===== config.mk =====
export PLATFORM = sky130hd
export DESIGN_NAME = ioport_router
export DESIGN_NICKNAME = d
export VERILOG_FILES = /design/src/rtl/ioport_pkg.sv /design/src/rtl/ioport_classify.sv /design/src/rtl/ioport_cfgreg.sv /design/src/rtl/ioport_addr_form.sv /design/src/rtl/ioport_router.sv
export SDC_FILE = /design/constraint.sdc
export NUM_CORES = 1
export LEC_CHECK = 0
export BUFFER_PORTS_ARGS = -buffer_cell sky130_fd_sc_hd__buf_2
export CAP_MARGIN = 20
export CORE_MARGIN = 4
export CORE_UTILIZATION = 47
export CTS_CLUSTER_DIAMETER = 80
export DETAILED_ROUTE_END_ITERATION = 10
export PLACE_DENSITY = 0.75
export SYNTH_ARGS = -nofsm -noshare
export SYNTH_HDL_FRONTEND = slang
export SYNTH_HIERARCHICAL = 1
export SYNTH_SLANG_ARGS = --single-unit

===== constraint.sdc =====
create_clock -name clk -period 2.1 [get_ports clk]
set_input_delay 0.42 -clock clk [delete_from_list [all_inputs] [get_ports clk]]
set_output_delay 0.42 -clock clk [all_outputs]
set_load 0.01 [all_outputs]

===== src/rtl/ioport_pkg.sv =====
package ioport_pkg;

  typedef enum logic [1:0] {
    TGT_CFGREG  = 2'd0,
    TGT_CFGDATA = 2'd1,
    TGT_IO      = 2'd2,
    TGT_NONE    = 2'd3
  } target_t;

  typedef struct packed {
    logic range_err;
    logic hit_cfgreg;
    logic hit_cfgdata;
  } port_class_t;

endpackage


===== src/rtl/ioport_classify.sv =====
module ioport_classify
  import ioport_pkg::*;
#(
  parameter int unsigned PORT_IN_W = 32,
  parameter int unsigned PORT_W    = 16,
  parameter int unsigned SIZE_W    = 3,
  parameter int unsigned REG_BYTES = 4,
  parameter logic [PORT_W-1:0] CFGREG_PORT  = 'h0CF8,
  parameter logic [PORT_W-1:0] CFGDATA_BASE = 'h0CFC
) (
  input  logic [PORT_IN_W-1:0] port,
  input  logic [SIZE_W-1:0]    size,
  output port_class_t          cls
);

  localparam int unsigned LANE_W = 2;

  logic              over;
  logic [PORT_W-1:0] low;

  assign low = port[PORT_W-1:0];

  generate
    if (PORT_IN_W > PORT_W) begin : g_range
      assign over = |port[PORT_IN_W-1:PORT_W];
    end else begin : g_norange
      assign over = 1'b0;
    end
  endgenerate

  always_comb begin
    cls.range_err   = over;
    cls.hit_cfgreg  = !over && (low == CFGREG_PORT) &&
                      (size == SIZE_W'(REG_BYTES));
    cls.hit_cfgdata = !over &&
                      (low[PORT_W-1:LANE_W] == CFGDATA_BASE[PORT_W-1:LANE_W]);
  end

endmodule


===== src/rtl/ioport_cfgreg.sv =====
module ioport_cfgreg #(
  parameter int unsigned CFG_W = 32
) (
  input  logic             clk,
  input  logic             rst,
  input  logic             wr_en,
  input  logic [CFG_W-1:0] wr_data,
  output logic [CFG_W-1:0] value
);

  always_ff @(posedge clk) begin
    if (rst) begin
      value <= '0;
    end else if (wr_en) begin
      value <= wr_data;
    end
  end

endmodule


===== src/rtl/ioport_addr_form.sv =====
module ioport_addr_form
  import ioport_pkg::*;
#(
  parameter int unsigned PORT_W  = 16,
  parameter int unsigned CFG_W   = 32,
  parameter int unsigned PADDR_W = 40,
  parameter logic [PADDR_W-1:0] CFG_PREFIX = 'hA0_0000_0000,
  parameter logic [PADDR_W-1:0] IO_PREFIX  = 'hC0_0000_0000
) (
  input  port_class_t        cls,
  input  logic [PORT_W-1:0]  port_lo,
  input  logic               is_write,
  input  logic [CFG_W-1:0]   cfg,
  output target_t            target,
  output logic [PADDR_W-1:0] addr,
  output logic [CFG_W-1:0]   rdata
);

  localparam int unsigned EN_BIT = CFG_W - 1;
  localparam int unsigned LANE_W = 2;

  logic [PADDR_W-1:0] cfg_offset;
  logic [PADDR_W-1:0] io_offset;

  assign cfg_offset = PADDR_W'({cfg[EN_BIT-1:LANE_W], port_lo[LANE_W-1:0]});
  assign io_offset  = PADDR_W'(port_lo);

  always_comb begin
    target = TGT_NONE;
    addr   = '0;
    rdata  = '0;
    if (cls.range_err) begin
      target = TGT_NONE;
    end else if (cls.hit_cfgreg) begin
      target = TGT_CFGREG;
      rdata  = is_write ? '0 : cfg;
    end else if (cls.hit_cfgdata) begin
      if (cfg[EN_BIT]) begin
        target = TGT_CFGDATA;
        addr   = CFG_PREFIX | cfg_offset;
      end else begin
        target = TGT_NONE;
        rdata  = is_write ? '0 : '1;
      end
    end else begin
      target = TGT_IO;
      addr   = IO_PREFIX | io_offset;
    end
  end

endmodule


===== src/rtl/ioport_router.sv =====
module ioport_router
  import ioport_pkg::*;
#(
  parameter int unsigned PORT_IN_W = 32,
  parameter int unsigned PORT_W    = 16,
  parameter int unsigned SIZE_W    = 3,
  parameter int unsigned CFG_W     = 32,
  parameter int unsigned PADDR_W   = 40,
  parameter logic [PADDR_W-1:0] CFG_PREFIX = 'hA0_0000_0000,
  parameter logic [PADDR_W-1:0] IO_PREFIX  = 'hC0_0000_0000
) (
  input  logic                 clk,
  input  logic                 rst,
  input  logic                 req_valid,
  input  logic [PORT_IN_W-1:0] req_port,
  input  logic [SIZE_W-1:0]    req_size,
  input  logic                 req_write,
  input  logic [CFG_W-1:0]     req_wdata,
  output logic                 out_done,
  output logic [1:0]           out_target,
  output logic [PADDR_W-1:0]   out_addr,
  output logic [CFG_W-1:0]     out_rdata,
  output logic                 out_error
);

  localparam int unsigned REG_BYTES = CFG_W / 8;

  port_class_t        cls;
  logic [CFG_W-1:0]   cfg_q;
  logic               cfg_we;
  target_t            nxt_target;
  logic [PADDR_W-1:0] nxt_addr;
  logic [CFG_W-1:0]   nxt_rdata;

  ioport_classify #(
    .PORT_IN_W (PORT_IN_W),
    .PORT_W    (PORT_W),
    .SIZE_W    (SIZE_W),
    .REG_BYTES (REG_BYTES)
  ) u_classify (
    .port (req_port),
    .size (req_size),
    .cls  (cls)
  );

  assign cfg_we = req_valid && req_write && cls.hit_cfgreg;

  ioport_cfgreg #(
    .CFG_W (CFG_W)
  ) u_cfgreg (
    .clk     (clk),
    .rst     (rst),
    .wr_en   (cfg_we),
    .wr_data (req_wdata),
    .value   (cfg_q)
  );

  ioport_addr_form #(
    .PORT_W     (PORT_W),
    .CFG_W      (CFG_W),
    .PADDR_W    (PADDR_W),
    .CFG_PREFIX (CFG_PREFIX),
    .IO_PREFIX  (IO_PREFIX)
  ) u_form (
    .cls      (cls),
    .port_lo  (req_port[PORT_W-1:0]),
    .is_write (req_write),
    .cfg      (cfg_q),
    .target   (nxt_target),
    .addr     (nxt_addr),
    .rdata    (nxt_rdata)
  );

  always_ff @(posedge clk) begin
    if (rst) begin
      out_done   <= 1'b0;
      out_target <= '0;
      out_addr   <= '0;
      out_rdata  <= '0;
      out_error  <= 1'b0;
    end else begin
      out_done <= req_valid;
      if (req_valid) begin
        out_target <= nxt_target;
        out_addr   <= nxt_addr;
        out_rdata  <= nxt_rdata;
        out_error  <= cls.range_err;
      end
    end
  end

endmodule


; ---- Word level (Yosys, flattened, before mapping)
; Index checks and enable logic that the tools add are counted.
[word_totals]
ff_bits = 108
out_inout_bits = 76
elab_cells = 30
in_bits = 71
[op_classes]
n_eq_ne = 3
muxes = 14
reduce_logical = 7
[ops]
columns = cell, n
row1 = $mux 32, 6
row2 = $mux 40, 4
row3 = $eq 16x12->1 const B, 1
row4 = $reduce_or 16->1, 1
row5 = $eq 14x10->1 const B, 1
row6 = $mux 2, 4
row7 = $logic_and 1x1->1, 5
row8 = $eq 3x3->1 const B, 1
row9 = $logic_not 1->1, 1

; ---- Depth between registers and ports, before layout
[logic_depth]
word_depth = 6
depth_mapped = 10
ltp_nobuf = 7

; ---- Cells and area by module
; Netlist, hierarchy kept.
[by_module_without_submodules]
columns = module, cells_per_inst, seq_area_each_um2, area_per_inst_um2, instances
row1 = ioport_router, 245, 1521.5, 2712.6, 1
row2 = ioport_cfgreg, 103, 640.6, 1163.6, 1
row3 = ioport_addr_form, 161, 0.0, 968.4, 1
row4 = ioport_classify, 16, 0.0, 161.4, 1

; ---- Least setup slack after synthesis
; OpenSTA, ideal clock, no wires.
[synth_path]
kind = in2reg
startpoint = input port req_port[20]
endpoint = register out_addr[10]
required_time_ns = 1.972
setup_ns = 0.128
cell_stages = 10
setup_slack_ns = -0.017
n_path_buf = 3
t_arrival_ns = 1.990
cell_sequence = nor4_2 -> nand4_2 -> nor3_2 -> buf_6 -> or2_1 -> clkbuf_1 -> buf_2 -> a21oi_1 -> mux2i_1 -> nor2_1
[synth_lines]
columns = item, line
row1 = start: declaration, ioport_router.sv:15  ; input logic [PORT_IN_W-1:0] req_port,
row2 = end signal: assignment, ioport_router.sv:85  ; out_addr <= nxt_addr;
row3 = end: declaration, ioport_router.sv:21  ; output logic [PADDR_W-1:0] out_addr,

==> results.cfg <==
[final_layout]
antennaDiodeCount = 0
area_growth_pct = 23.9
fin_nets = 735
stdcell_count = 805
drive_gt1_frac = 0.351
finalInstanceArea_um2 = 6200

[critical_path]
crit_buf_inv = 3
cp.arrival_ns = 2.26
worstReg2RegStart = u_cfgreg/value[31]$_SDFFE_PP0P_
r2r-end = out_rdata[28]$_SDFFE_PP0P_
path_max_fanout = 8
ff2ff_setup_slack_ns = 0.63
cp-start-kind = primary input
cpPeakStageDelay_ns = 0.30
path_delay_family = simple AND/OR/NAND/NOR gates
path_cells = buf_8 -> nor4bb_4 -> nand4_1 -> buf_4 -> nor3_4 -> or3b_4 -> buf_12 -> a21oi_4 -> mux2i_1 -> nor2_1
ff2ff_path_depth = 5
required_ns = 2.34
slowest_stage = nor4bb_4
worstSetupPathType = in2reg
critPathCaptureType = flop

[clock_network]
path_clk_slew_ns = 0.11
htreeDepth = 3
cts_hold_buf = 0
numCtsBuffers = 9
clock_path_buffers = 2
clk_latency_ns = 0.37
cts_tree = done
numClockSinks = 108
postCtsSetupRepairBufs = 0
clockRootBuffer = clkbuf_8

[placement]
dpl_cell_area_um2 = 5850
dp_slack_ns = -0.393
io_buffers = 146
post-place-cells = 787
gp_congestion = 0.825
dpl.hpwl_um = 8820

[min_path]
min_to = u_cfgreg/value[25]$_SDFFE_PP0P_
whs_path_depth = 3
hp-class = in2reg
hold_path.startpoint = req_wdata[25]

[global_routing]
grt_pass1_wl_um = 19800
grt_pass1_vias = 3952
grt_usage = 0.193
grt.overflow.total = 0
grt_antenna_before_repair = 0
grt_max_degree = 43

[power_and_ir_drop]
switching_power_uw = 911
pwr-share-seq = 0.562
ir_drop_v = 0.000358
power_leakage_uw = 0.00277
power_density_nw_per_um2 = 593
p_int_uw = 2770
comb_power_share = 0.069
clkPwrFrac = 0.369
p_sw_frac = 0.248

[route]
first_pass_iters = 4
routedWlPerCell_um = 15.4
dr_total_vias = 4051
viasPerCell = 5.03
drc = 0
drt_iter0_markers = 208
ant_nets = 0
wl_um = 12400

[sta]
fin_crit_sh = 0.963
slew_violations = 0
hold_viol = 0
fin_crit_ns = 2.02
rsz0062_at_grt = yes
fmax_ghz = 0.494
setup-tns-final_ns = 0
hold_ws_ns = 0.286
clock_skew_ns = 0.0136
setup_viol = 0
fin_ws_ns = 0.0777

[floorplan]
fp.coreArea_um2 = 10400
die_area_um2 = 12400
ioPinCount = 147
start_util = 0.483
rows = 37
die_h_um = 111
die_w_um = 111

[yosys]
yosysSeqAreaShare = 0.432
avgSynthCellArea_um2 = 9.54
ys_ff_latch = 108
synth_area_leader_cell = dfxtp_1
synth_top_area_frac = 0.432
yosysWarnings = 6
synthTopCellsByArea = dfxtp_1 43%, mux2i_1 21%, nor2_1 8.2%, a21oi_2 5.2%, buf_12 2.4%
synthFlopType = dfxtp_1
syn_area_um2 = 5010
synth-async-reset-ratio = 0
synth_cells = 525
synth_edf_count = 0
synth_cell_type_count = 36

[outcome]
status = completed

[job]
maxCapViolCount = 0
-- cell usage after synthesis (all sizes together), types with 2 or more instances --
| master | count |
|---|---|
| clkbuf | 16 |
| mux2i | 107 |
| nand2b | 14 |
| nand2 | 32 |
| inv | 2 |
| a21oi | 47 |
| nor4 | 5 |
| nor2b | 3 |
| nand3 | 14 |
| dfxtp | 108 |
| nor3 | 3 |
| nor3b | 2 |
| and2 | 15 |
| or2 | 3 |
| buf | 35 |
| nor2 | 109 |
| nand4 | 2 |
-- routing by layer --
metal	global-route usage	part of all wire
met1	0.260	0.46
met2	0.305	0.46
met3	0.0557	0.075
met4	0.0511	0.0095
met5	0	0
-- layout make-up --
type	count	area [um^2]
fill	924	4170
inverter	2	7.51
clock buffer	9	124
timing repair buffer	174	1120
sequential	108	2160
tap	136	170
multi-input combinational	369	2520
clock inverter	7	93.8
-- power groups by stage --
stage / clock [uW] / combinational, uW / sequential (uW)
finish: 1360 / 254 / 2060
CTS: 1390 / 248 / 2060
global placement: 0 / 244 / 2110
global route: 1470 / 274 / 2070
detailed placement: 0 / 246 / 2110
floorplan: 0 / 139 / 2120
-- how the worst max path moves through the flow --
stage / startpoint / to / slack (ns) / cells past startpoint
floorplan: req_port[20] / out_rdata[10]$_SDFFE_PP0P_ / 0.002 / 9
global placement: req_port[8] / out_addr[29]$_SDFFE_PP0P_ / -0.36 / 9
detailed placement: req_port[8] / u_cfgreg/value[18]$_SDFFE_PP0P_ / -0.39 / 9
CTS: req_port[20] / u_cfgreg/value[18]$_SDFFE_PP0P_ / 0.05 / 9
global route: req_port[8] / u_cfgreg/value[7]$_SDFFE_PP0P_ / -0.06 / 9
finish: req_port[8] / out_rdata[16]$_SDFFE_PP0P_ / 0.08 / 10
-- per-stage QoR --
step	util	power, uW
final	0.598	3680
after global routing	0.598	3810
after CTS	0.586	3710
after detailed placement	0.564	2360
after global placement	0.564	2350
after floorplan	-	2260
-- logic make-up (layout without fill, tap and decap cells) --
family / count (synthesis) / after routing / share of synthesized area
and+or+nand+nor: 208 / 208 / 0.201
DFF: 108 / 108 / 0.432
muxes: 107 / 107 / 0.214
buffers and inverters: 53 / 192 / 0.0817
AOI/OAI and AO/OA: 48 / 48 / 0.0710
other: 1 / 6 / 0.000749
-- state kept, by name (all words and copies together), names as in the netlist --
| signal | flops |
|---|---|
| out_error | 1 |
| out_target | 2 |
| u_cfgreg/value | 32 |
| out_addr | 40 |
| out_rdata | 32 |
| out_done | 1 |
-- worst register-to-register path: cells and delay by family, from the launching register on --
family / cells / cell delay [ns]
flip-flops: 1 / 0.38
multiplexers: 1 / 0.08
buffers and inverters: 1 / 0.21
AO/OA/AOI/OAI: 1 / 0.14
AND/OR/NAND/NOR: 2 / 0.61
-- what timing repair did --
action | CTS | global route
gates resized for setup | 1 | 17
endpoints found under the setup margin | 2 | 81
gates cloned | 0 | 2
pin swaps | 0 | 6
endpoints found under the hold margin | 0 | 0
-- cell usage in the layout, fill, tap and decap left out, types with 2 or more instances in the layout --
cell type	count
nand2b_1	14
and2_1	15
nor4_4	2
conb_1	6
nor2b_1	2
nor4_2	2
clkbuf_16	2
buf_12	9
dfxtp_1	108
a21oi_2	27
inv_1	2
buf_2	141
inv_8	2
nand3_1	14
nor3_4	2
nor3b_1	2
buf_6	4
a21oi_4	3
mux2i_1	106
a21oi_1	17
or2_2	2
nand2_1	32
buf_4	17
clkbuf_8	9
nor2_1	109
Power figures use the tool's default switching activity.
